--- config.mk ---
export PLATFORM = sky130hd
export DESIGN_NAME = dram_refresh_seq
export DESIGN_NICKNAME = d
export VERILOG_FILES = /design/src/rtl/dram_rfsh_pkg.sv /design/src/rtl/rfsh_cycle_engine.sv /design/src/rtl/rfsh_pending_tracker.sv /design/src/rtl/rfsh_row_counter.sv /design/src/rtl/dram_refresh_seq.sv
export SDC_FILE = /design/constraint.sdc
export NUM_CORES = 1
export LEC_CHECK = 0
export BUFFER_PORTS_ARGS = -buffer_cell sky130_fd_sc_hd__buf_2
export CAP_MARGIN = 5
export CORE_MARGIN = 2
export CORE_UTILIZATION = 25
export DETAILED_ROUTE_END_ITERATION = 6
export PLACE_DENSITY = 0.4
export RECOVER_POWER = 50
export SYNTH_ARGS = -nofsm -noshare
export SYNTH_HDL_FRONTEND = slang
export SYNTH_SLANG_ARGS = --single-unit
--- constraint.sdc ---
create_clock -name clk -period 2.7 [get_ports clk]
set_clock_uncertainty 0.2 [all_clocks]
set_input_delay 0.135 -clock clk [delete_from_list [all_inputs] [get_ports clk]]
set_output_delay 0.135 -clock clk [all_outputs]
set_load 0.03 [all_outputs]
--- src/rtl/dram_rfsh_pkg.sv ---
// Shared types for the refresh sequencer: the per-cycle pin engine states and
// the power-up phase of the top level.
package dram_rfsh_pkg;

    typedef enum logic [1:0] {
        ENG_IDLE,
        ENG_SETUP,
        ENG_LOW,
        ENG_PRECH
    } eng_state_e;

    typedef enum logic [1:0] {
        PH_PAUSE,
        PH_INIT,
        PH_RUN
    } phase_e;

endpackage

--- src/rtl/rfsh_cycle_engine.sv ---
// Drives one refresh cycle on the strobes: a setup span, a RAS-low span and a
// RAS precharge span. Assumes start is raised only while busy is low, and
// T_CHR < T_RAS so that CAS is released before RAS rises.
module rfsh_cycle_engine
    import dram_rfsh_pkg::*;
#(
    parameter bit RAS_ONLY = 1'b0,
    parameter int T_SETUP  = 2,
    parameter int T_CHR    = 2,
    parameter int T_RAS    = 7,
    parameter int T_RP     = 5
) (
    input  logic clk,
    input  logic rst_n,
    input  logic start,
    output logic busy,
    output logic cyc_end,
    output logic ras_n,
    output logic cas_n,
    output logic row_oe
);

    localparam int TMAX = (T_RAS > T_RP) ? ((T_RAS > T_SETUP) ? T_RAS : T_SETUP)
                                         : ((T_RP > T_SETUP) ? T_RP : T_SETUP);
    localparam int CW = $clog2(TMAX + 1);

    eng_state_e     st;
    logic [CW-1:0]  cnt;

    // Step through setup, RAS low and precharge, each timed by cnt.
    always_ff @(posedge clk) begin
        if (!rst_n) begin
            st  <= ENG_IDLE;
            cnt <= '0;
        end else begin
            case (st)
                ENG_IDLE: begin
                    if (start) begin
                        st  <= ENG_SETUP;
                        cnt <= CW'(T_SETUP - 1);
                    end
                end
                ENG_SETUP: begin
                    if (cnt == '0) begin
                        st  <= ENG_LOW;
                        cnt <= CW'(T_RAS - 1);
                    end else begin
                        cnt <= cnt - 1'b1;
                    end
                end
                ENG_LOW: begin
                    if (cnt == '0) begin
                        st  <= ENG_PRECH;
                        cnt <= CW'(T_RP - 1);
                    end else begin
                        cnt <= cnt - 1'b1;
                    end
                end
                default: begin
                    if (cnt == '0) begin
                        st <= ENG_IDLE;
                    end else begin
                        cnt <= cnt - 1'b1;
                    end
                end
            endcase
        end
    end

    assign busy    = (st != ENG_IDLE);
    assign cyc_end = (st == ENG_PRECH) && (cnt == '0);
    assign ras_n   = (st != ENG_LOW);

    generate
        if (RAS_ONLY) begin : g_ras_only
            assign cas_n  = 1'b1;
            assign row_oe = (st == ENG_SETUP) || (st == ENG_LOW);

            // row address is on the bus before and at the RAS fall
            a_r5_row_setup: assert property (@(posedge clk) disable iff (!rst_n)
                $fell(ras_n) |-> (row_oe && $past(row_oe)));
        end else begin : g_cbr
            assign cas_n  = !((st == ENG_SETUP) ||
                              ((st == ENG_LOW) && (cnt >= CW'(T_RAS - T_CHR))));
            assign row_oe = 1'b0;

            // CAS already low in the clock before RAS falls and at the fall
            a_r3_cas_setup: assert property (@(posedge clk) disable iff (!rst_n)
                $fell(ras_n) |-> (!cas_n && $past(!cas_n)));
            // CAS released before RAS rises
            a_r3_cas_release: assert property (@(posedge clk) disable iff (!rst_n)
                $rose(ras_n) |-> cas_n);
            if (T_CHR > 1) begin : g_hold
                // CAS still low one clock after the RAS fall
                a_r3_cas_hold: assert property (@(posedge clk) disable iff (!rst_n)
                    $fell(ras_n) |=> !cas_n);
            end
        end
        if (T_RP > 1) begin : g_prech
            // RAS stays high at least two clocks after it rises
            a_r4_precharge: assert property (@(posedge clk) disable iff (!rst_n)
                $rose(ras_n) |=> ras_n);
        end
    endgenerate

    // a new cycle never starts while one is running
    a_r4_start_idle: assert property (@(posedge clk) disable iff (!rst_n)
        start |-> (st == ENG_IDLE));

endmodule

--- src/rtl/rfsh_pending_tracker.sv ---
// Counts clocks between refreshes and keeps the number of owed refreshes.
// Assumes en stays low until initialization completes and then stays high.
// The owed count saturates at MAX_PENDING; a tick that arrives while full is dropped.
module rfsh_pending_tracker #(
    parameter int REF_INTERVAL = 1950,
    parameter int MAX_PENDING  = 8
) (
    input  logic clk,
    input  logic rst_n,
    input  logic en,
    input  logic take,
    output logic pending_nz,
    output logic urgent
);

    localparam int IW = $clog2(REF_INTERVAL);
    localparam int PW = $clog2(MAX_PENDING + 1);

    logic [IW-1:0] ivl;
    logic [PW-1:0] pend;
    logic          tick;

    assign tick = en && (ivl == IW'(REF_INTERVAL - 1));

    // Free-running interval count while enabled.
    always_ff @(posedge clk) begin
        if (!rst_n || !en) begin
            ivl <= '0;
        end else begin
            ivl <= tick ? '0 : ivl + 1'b1;
        end
    end

    // Owed refresh count: add on tick, remove on take, hold at the limit.
    always_ff @(posedge clk) begin
        if (!rst_n) begin
            pend <= '0;
        end else if (tick && !take) begin
            if (pend != PW'(MAX_PENDING)) begin
                pend <= pend + 1'b1;
            end
        end else if (!tick && take) begin
            pend <= pend - 1'b1;
        end
    end

    assign pending_nz = (pend != '0);
    assign urgent     = (pend == PW'(MAX_PENDING));

    // urgency persists until a refresh is taken
    a_r9_urgent_hold: assert property (@(posedge clk) disable iff (!rst_n)
        (urgent && !take) |=> urgent);
    // a take is only possible when something is owed
    a_r8_take_owed: assert property (@(posedge clk) disable iff (!rst_n)
        take |-> pending_nz);

endmodule

--- src/rtl/rfsh_row_counter.sv ---
// Row counter used by RAS-only refresh. It advances once per completed refresh
// cycle and wraps naturally at 2**ROW_W.
module rfsh_row_counter #(
    parameter int ROW_W = 12
) (
    input  logic             clk,
    input  logic             rst_n,
    input  logic             step,
    output logic [ROW_W-1:0] row
);

    // Advance after each finished refresh cycle.
    always_ff @(posedge clk) begin
        if (!rst_n) begin
            row <= '0;
        end else if (step) begin
            row <= row + 1'b1;
        end
    end

    // the row only changes by exactly one step
    a_r6_row_step: assert property (@(posedge clk) disable iff (!rst_n)
        (row != $past(row)) |-> (row == $past(row) + 1'b1));

endmodule

--- src/rtl/dram_refresh_seq.sv ---
// Top of the refresh sequencer. Holds the DRAM idle for a power-up pause and
// then runs INIT_CYCLES refresh cycles. After that it requests the pins once per
// owed refresh. Assumes the access controller raises ref_gnt only at an access
// boundary and keeps off the DRAM pins while ref_busy is high.
module dram_refresh_seq
    import dram_rfsh_pkg::*;
#(
    parameter bit RAS_ONLY     = 1'b0,
    parameter int ROW_W        = 12,
    parameter int PAUSE_CYC    = 25000,
    parameter int INIT_CYCLES  = 8,
    parameter int REF_INTERVAL = 1950,
    parameter int MAX_PENDING  = 8,
    parameter int T_SETUP      = 2,
    parameter int T_CHR        = 2,
    parameter int T_RAS        = 7,
    parameter int T_RP         = 5
) (
    input  logic             clk,
    input  logic             rst_n,
    input  logic             ref_gnt,
    output logic             ref_req,
    output logic             ref_urgent,
    output logic             ref_busy,
    output logic             init_done,
    output logic             ras_n,
    output logic             cas_n,
    output logic             we_n,
    output logic             row_oe,
    output logic [ROW_W-1:0] row_addr
);

    localparam int PCW = $clog2(PAUSE_CYC);
    localparam int ICW = $clog2(INIT_CYCLES + 1);

    phase_e          ph;
    logic [PCW-1:0]  pause_cnt;
    logic [ICW-1:0]  init_cnt;
    logic            eng_busy;
    logic            cyc_end;
    logic            start;
    logic            take;
    logic            pend_nz;

    assign take    = ref_req && ref_gnt;
    assign start   = ((ph == PH_INIT) && !eng_busy) || take;
    assign ref_req = (ph == PH_RUN) && pend_nz && !eng_busy;
    assign init_done = (ph == PH_RUN);
    assign ref_busy  = eng_busy;
    assign we_n      = 1'b1;

    // Power-up phase: pause, then count initialization cycles, then run.
    always_ff @(posedge clk) begin
        if (!rst_n) begin
            ph        <= PH_PAUSE;
            pause_cnt <= '0;
            init_cnt  <= '0;
        end else begin
            case (ph)
                PH_PAUSE: begin
                    if (pause_cnt == PCW'(PAUSE_CYC - 1)) begin
                        ph <= PH_INIT;
                    end else begin
                        pause_cnt <= pause_cnt + 1'b1;
                    end
                end
                PH_INIT: begin
                    if (cyc_end) begin
                        if (init_cnt == ICW'(INIT_CYCLES - 1)) begin
                            ph <= PH_RUN;
                        end else begin
                            init_cnt <= init_cnt + 1'b1;
                        end
                    end
                end
                default: ph <= PH_RUN;
            endcase
        end
    end

    rfsh_cycle_engine #(
        .RAS_ONLY (RAS_ONLY),
        .T_SETUP  (T_SETUP),
        .T_CHR    (T_CHR),
        .T_RAS    (T_RAS),
        .T_RP     (T_RP)
    ) u_engine (
        .clk     (clk),
        .rst_n   (rst_n),
        .start   (start),
        .busy    (eng_busy),
        .cyc_end (cyc_end),
        .ras_n   (ras_n),
        .cas_n   (cas_n),
        .row_oe  (row_oe)
    );

    rfsh_pending_tracker #(
        .REF_INTERVAL (REF_INTERVAL),
        .MAX_PENDING  (MAX_PENDING)
    ) u_tracker (
        .clk        (clk),
        .rst_n      (rst_n),
        .en         (init_done),
        .take       (take),
        .pending_nz (pend_nz),
        .urgent     (ref_urgent)
    );

    generate
        if (RAS_ONLY) begin : g_rows
            rfsh_row_counter #(.ROW_W(ROW_W)) u_rows (
                .clk   (clk),
                .rst_n (rst_n),
                .step  (cyc_end),
                .row   (row_addr)
            );
        end else begin : g_no_rows
            assign row_addr = '0;
        end
    endgenerate

    // the strobes stay quiet during the pause
    a_r1_quiet_pause: assert property (@(posedge clk) disable iff (!rst_n)
        (ph == PH_PAUSE) |-> (ras_n && cas_n && !eng_busy));
    // the host is never asked before initialization is done
    a_r2_req_after_init: assert property (@(posedge clk) disable iff (!rst_n)
        ref_req |-> init_done);
    // init_done never falls once raised
    a_r2_done_sticky: assert property (@(posedge clk) disable iff (!rst_n)
        init_done |=> init_done);
    // a granted request starts a cycle in the next clock
    a_r8_grant_start: assert property (@(posedge clk) disable iff (!rst_n)
        (ref_req && ref_gnt) |=> (ref_busy && !ref_req));

endmodule

==> results.sh, run 1 <==
export IMPL_place_gp_congestion=0.789
export IMPL_start_util_pct=25.5
export IMPL_max_stage_delay_ps=430
export IMPL_top_layer="met4"
export IMPL_final_util_pct=27.5
export IMPL_io_pins=23
export IMPL_place_ws_ps=217
export IMPL_wl_met1_um=2550
export IMPL_crit_top_cell="ha_1"
export IMPL_power_leakage_nw=0.952
export IMPL_cts_sinks=41
export IMPL_synth_most_common_cell="dfxtp_1"
export IMPL_worstMarginPinSlew_ps=775
export IMPL_setup_viol=0
export IMPL_grt_max_degree=27
export IMPL_via_per_inst=4.72
export IMPL_met2_length_um=2510
export IMPL_arrival_ps=2390
export IMPL_ctsHtreeMaxLevel=2
export IMPL_setup_ws_ps=281
export IMPL_path_clk_slew_ps=90
export IMPL_rows=36
export IMPL_synth_avg_cell_area_um2=8.60
export IMPL_cts_tree="yes"
export IMPL_cts_hold_buffers_added=0
export IMPL_required_ps=2670
export IMPL_antenna_found_initial=0
export IMPL_cap_violations=0
export IMPL_dp_hpwl_um=3730
export IMPL_dr_wl_met3_um=135
export IMPL_grt_overflow_total=0
export IMPL_crit_slowest_cell="dfxtp_1"
export IMPL_synth_top_area_cell="dfxtp_1"
export IMPL_drt_first_pass_iters=4
export IMPL_synth_common_cells="dfxtp_1 (41), nor2_1 (23), nand2_1 (22)"
export IMPL_io_buffers=8
export IMPL_ys_top_cells_by_area="dfxtp_1 (33%), ha_1 (7.0%), buf_4 (4.2%)"
export IMPL_max_slew_margin_pct=48.3
export IMPL_coreArea_um2=9730
export IMPL_synth_seq_area_share_pct=33.0
export IMPL_wl_per_cell_um=12.3
export IMPL_die_x_um=104
export IMPL_outcome="completed"
export IMPL_critPathBufInv=0
export IMPL_powerDensity_nw_per_um2=451
export IMPL_finalMaxSlewViolations=0
export IMPL_grt_use_total_pct=10.3
export IMPL_syn_cell_area_um2=2480
export IMPL_cts_setup_buffers=0
export IMPL_setup_tns_ps=0
export IMPL_clock_path_buffers=2
export IMPL_synth_distinct_cells=53
export IMPL_hold_class="primary input to flip-flop"
export IMPL_synth_top_area_share_pct=33.0
export IMPL_syn_inst=289
export IMPL_crit_path_start_kind="flip-flop"
export IMPL_drt_wl_total_um=5290
export IMPL_yosysWarnings=0
export IMPL_dieArea_um2=10800
export IMPL_numCtsBuffers=5
export IMPL_async_reset_ff_share_pct=0
export IMPL_critPathKind="flip-flop to flip-flop"
export IMPL_num_vias=2028
export IMPL_areaGrowthSynthToFinish_pct=7.50
export IMPL_hold_violations=0
export IMPL_insertion_delay_ps=290
export IMPL_end_kind="flip-flop"
export IMPL_placed_cell_area_um2=2610
export IMPL_fin_crit_ps=2420
export IMPL_ant_nets=0
export IMPL_clock_tree_root_cell="clkbuf_8"
export IMPL_drtIter0Drc=87
export IMPL_antennaDiodeCount=0
export IMPL_grt_setup_unrepaired="no"
export IMPL_path_cells="ha_1 > nand4bb_1 > nor4_4 > nand2_1 > ha_1 > a21o_1 > a21oi_2 > nand4b_1 > nand4_1"
export IMPL_finalInstanceArea_um2=2670
export IMPL_grt_pass1_wl_um=9210
export IMPL_irDropWorstVdd_mv=0.241
export IMPL_crit_fanout=6
export IMPL_holdWs_ps=63.5
export IMPL_synth_edff_count=0
export IMPL_cts_resized=0
export IMPL_drc_errors=0
export IMPL_synth_seq_cells=41
export IMPL_drive_gt1_share_pct=6.73
export IMPL_cp_top_family="simple AND/OR/NAND/NOR gates"
export IMPL_synth_flop_cell="dfxtp_1"
export IMPL_grt_pass1_vias=1925
export IMPL_die_h_um=104
export IMPL_max_freq_ghz=0.413
export IMPL_period_share_pct=89.6
export IMPL_finalNetCount=314
-- cell type report --
class / instances / area [µm²]
clock buffer: 6 / 72.6
sequential: 41 / 821
multi-input combinational: 221 / 1480
inverter: 12 / 45.0
clock inverter: 2 / 10.0
tap: 133 / 166
timing repair buffer: 15 / 75.1
fill: 1083 / 7060
-- sequential cells by signal, indices dropped and copies added, names as in the netlist --
signal	cells
u_engine.st	2
pause_cnt	15
init_cnt	4
u_engine.cnt	3
u_tracker.ivl	11
u_tracker.pend	4
ph	2
-- worst register-to-register path: stages (launching register included) --
cell       delay (ps)
dfxtp_1           430
ha_1              180
nand4bb_1         140
nor4_4            290
nand2_1           160
ha_1              300
a21o_1            190
a21oi_2           190
nand4b_1          130
nand4_1            80
-- report_power, final --
| group | switching, mW | total (mW) | internal [mW] |
|---|---|---|---|
| combinational | 0.121 | 0.174 | 0.0529 |
| sequential | 0.0109 | 0.626 | 0.615 |
| clock | 0.224 | 0.404 | 0.180 |
-- per-stage QoR --
| step | power, mW | std cells |
|---|---|---|
| after floorplan | 0.789 | 301 |
| after global placement | 0.817 | 422 |
| after global routing | 1.27 | 430 |
| after detailed placement | 0.815 | 422 |
| after CTS | 1.23 | 430 |
| final | 1.20 | 430 |
-- cells by family (layout without fill, tap and decap cells) --
family	after synthesis	after routing	share of synthesized area (%)
and+or+nand+nor	123	123	28.4
DFF	41	41	33.0
adders and majority gates	15	15	7.86
buffers and inverters	39	35	9.06
xor gates and xnor gates	13	13	4.58
muxes	10	10	4.18
other	2	14	0.302
AOI/OAI and AO/OA	46	46	12.5
-- cells in the final DEF (no fill, tap or decap), types with 7 or more instances in the layout --
| master | n |
|---|---|
| dfxtp_1 | 41 |
| nor2_1 | 23 |
| nand2_1 | 22 |
| a21oi_1 | 16 |
| ha_1 | 14 |
| conb_1 | 14 |
| inv_1 | 12 |
| nand3_1 | 12 |
| nand2b_1 | 9 |
| mux2i_1 | 9 |
| o31ai_1 | 9 |
| or4_1 | 9 |
| clkbuf_1 | 9 |
| xnor2_1 | 8 |
| nand4_1 | 8 |
| nor4_1 | 7 |
| nor3_1 | 7 |
-- routing by layer --
layer	vias up	track usage (%)
met5	-	0
met4	0	3.67
met1	959	13.3
met2	29	17.0
li1	1032	-
met3	8	2.08
-- final timing paths --
path                          startpoint                             end  slack (ps)  cells past startpoint
max          u_tracker.ivl[0]$_SDFF_PP0_  u_tracker.pend[3]$_SDFFE_PN0P_         280                      9
min reg2reg   pause_cnt[14]$_SDFFE_PN0N_      pause_cnt[14]$_SDFFE_PN0N_         280                      2
max reg2reg  u_tracker.ivl[0]$_SDFF_PP0_  u_tracker.pend[3]$_SDFFE_PN0P_         280                      9
min                                rst_n      pause_cnt[10]$_SDFFE_PN0N_          60                      3
Power figures use the tool's default switching activity.
==> run 2, diff against run 1 <==
==> constraint.sdc (replaced) <==
create_clock -name clk -period 3.09 [get_ports clk]
set_clock_uncertainty 0.2 [all_clocks]
set_input_delay 0.1545 -clock clk [delete_from_list [all_inputs] [get_ports clk]]
set_output_delay 0.1545 -clock clk [all_outputs]
set_load 0.03 [all_outputs]
==> run 2 against run 1 <==
Against the previous run:
- worst hold slack got worse by 3.5 ps
- combinational power decreased by 11%
- critical endpoint unchanged
- global-route usage decreased by 0.24 points
- critical path depth decreased by 1
- total power decreased by 12%
- sequential cell count unchanged
- die area unchanged
==> results.sh, run 2 (synthesis gave the netlist of run 1 again) <==
export IMPL_hold_class="primary input to flip-flop"
export IMPL_p_comb_share_pct=14.6
export IMPL_cap_violations=0
export IMPL_place_gp_congestion=0.790
export IMPL_power_mw=1.06
export IMPL_p_sw_mw=0.313
export IMPL_grt_max_degree=27
export IMPL_fin_crit_ps=2610
export IMPL_num_vias=1994
export IMPL_cts_resized=0
export IMPL_finalMaxSlewViolations=0
export IMPL_io_buffers=8
export IMPL_io_pins=23
export IMPL_reg2regPathDepth=8
export IMPL_reg_top3="pause_cnt x15, u_tracker.ivl x11"
export IMPL_antenna_found_initial=0
export IMPL_cts_tree="yes"
export IMPL_outcome="completed"
export IMPL_crit_path_start_kind="flip-flop"
export IMPL_end_kind="flip-flop"
export IMPL_grt_use_total_pct=10.1
export IMPL_drc_errors=0
export IMPL_register_area_um2=821
export IMPL_crit_fanout=9
export IMPL_p_clk_share_pct=33.6
export IMPL_dp_hpwl_um=3730
export IMPL_worstMarginPinSlew_ps=789
export IMPL_period_share_pct=84.6
export IMPL_setup_tns_ps=0
export IMPL_grt_setup_unrepaired="no"
export IMPL_required_ps=3070
export IMPL_final_util_pct=27.3
export IMPL_multi_input_comb_area_um2=1470
export IMPL_layout_common_cells="dfxtp_1 (41), nor2_1 (23), nand2_1 (22)"
export IMPL_wl_per_cell_um=12.3
export IMPL_powerDensity_nw_per_um2=397
export IMPL_internal_power_mw=0.743
export IMPL_areaGrowthSynthToFinish_pct=6.90
export IMPL_drive_gt1_share_pct=6.44
export IMPL_start_util_pct=25.5
export IMPL_irDropWorstVdd_mv=0.137
export IMPL_finalNetCount=312
export IMPL_final_common_cell="dfxtp_1"
export IMPL_cts_sinks=41
export IMPL_insertion_delay_ps=290
export IMPL_drtIter0Drc=75
export IMPL_antennaDiodeCount=0
export IMPL_path_clk_slew_ps=90
export IMPL_hold_depth=2
export IMPL_top_register="pause_cnt"
export IMPL_drt_wl_total_um=5240
export IMPL_via_per_inst=4.66
export IMPL_max_freq_ghz=0.383
export IMPL_ctsHtreeMaxLevel=2
export IMPL_clock_tree_root_cell="clkbuf_8"
export IMPL_swShare_pct=29.6
export IMPL_critPathKind="flip-flop to flip-flop"
export IMPL_grt_pass1_wl_um=9070
export IMPL_placed_cell_area_um2=2590
export IMPL_dieArea_um2=10800
export IMPL_grt_pass1_vias=1885
export IMPL_largest_reg_flops=15
export IMPL_fillers=1090
export IMPL_arrival_ps=2590
export IMPL_drt_first_pass_iters=4
export IMPL_die_x_um=104
export IMPL_die_h_um=104
export IMPL_rows=36
export IMPL_cts_hold_buffers_added=0
export IMPL_clock_path_buffers=2
export IMPL_finalInstanceArea_um2=2660
export IMPL_p_seq_share_pct=51.8
export IMPL_hold_violations=0
export IMPL_power_leakage_nw=0.925
export IMPL_grt_overflow_total=0
export IMPL_setup_viol=0
export IMPL_numCtsBuffers=5
export IMPL_ant_nets=0
export IMPL_cts_setup_buffers=0
export IMPL_coreArea_um2=9730
export IMPL_max_slew_margin_pct=47.4
[run 2: cell types whose count changed in the layout (fill, tap and decap cells not counted), sizes merged]
cell,change
clkbuf,-2
clkinv,-2
clkinvlp,+2
[run 2: layer usage]
metal,share of wire (%),GRT usage (%),routed length (µm)
met5,0,0,0
met4,0.65,2.90,34
met3,2.0,2.08,107
met2,49,17.5,2550
met1,49,12.6,2550
[run 2: final cells by class]
class | count | share of cell area [%]
clock buffer | 6 | 2.73
tap | 133 | 6.26
inverter | 12 | 1.70
multi-input combinational | 221 | 55.3
clock inverter | 2 | 0.565
timing repair buffer | 13 | 2.54
sequential | 41 | 30.9
[run 2: final timing paths]
| path | startpoint | endpoint | slack [ps] |
|---|---|---|---|
| setup / recovery | ph[1]$_SDFFE_PN0P_ | u_tracker.pend[3]$_SDFFE_PN0P_ | 480 |
| hold / removal | rst_n | ph[0]$_SDFFE_PN0P_ | 60 |
| setup reg to reg | ph[1]$_SDFFE_PN0P_ | u_tracker.pend[3]$_SDFFE_PN0P_ | 480 |
| hold reg to reg | pause_cnt[14]$_SDFFE_PN0N_ | pause_cnt[14]$_SDFFE_PN0N_ | 280 |
[run 2: power groups by stage]
| stage | Sequential, mW | Combinational [mW] | Clock (mW) |
|---|---|---|---|
| 2_1_floorplan | 0.557 | 0.133 | 0 |
| 3_3_place_gp | 0.560 | 0.156 | 0 |
| 3_5_place_dp | 0.559 | 0.155 | 0 |
| 4_1_cts | 0.547 | 0.156 | 0.382 |
| 5_1_grt | 0.548 | 0.171 | 0.400 |
| 6_report | 0.547 | 0.154 | 0.355 |
[run 2: through the flow]
| step | std cells | worst slack (ps) | hold slack [ps] |
|---|---|---|---|
| floorplan | 301 | 597 | 226 |
| global placement | 420 | 620 | 261 |
| detailed placement | 420 | 572 | 265 |
| CTS | 428 | 570 | 52.0 |
| global route | 428 | 158 | 91.1 |
| finish | 428 | 477 | 60.0 |
[run 2: worst max-delay path, cell delays in order (launching register included)]
cell	delay (ps)
dfxtp_1	490
nand2b_1	190
nor4_1	440
nand2_1	190
ha_1	310
a21o_1	170
a21oi_1	270
nand4b_1	160
nand4_1	90
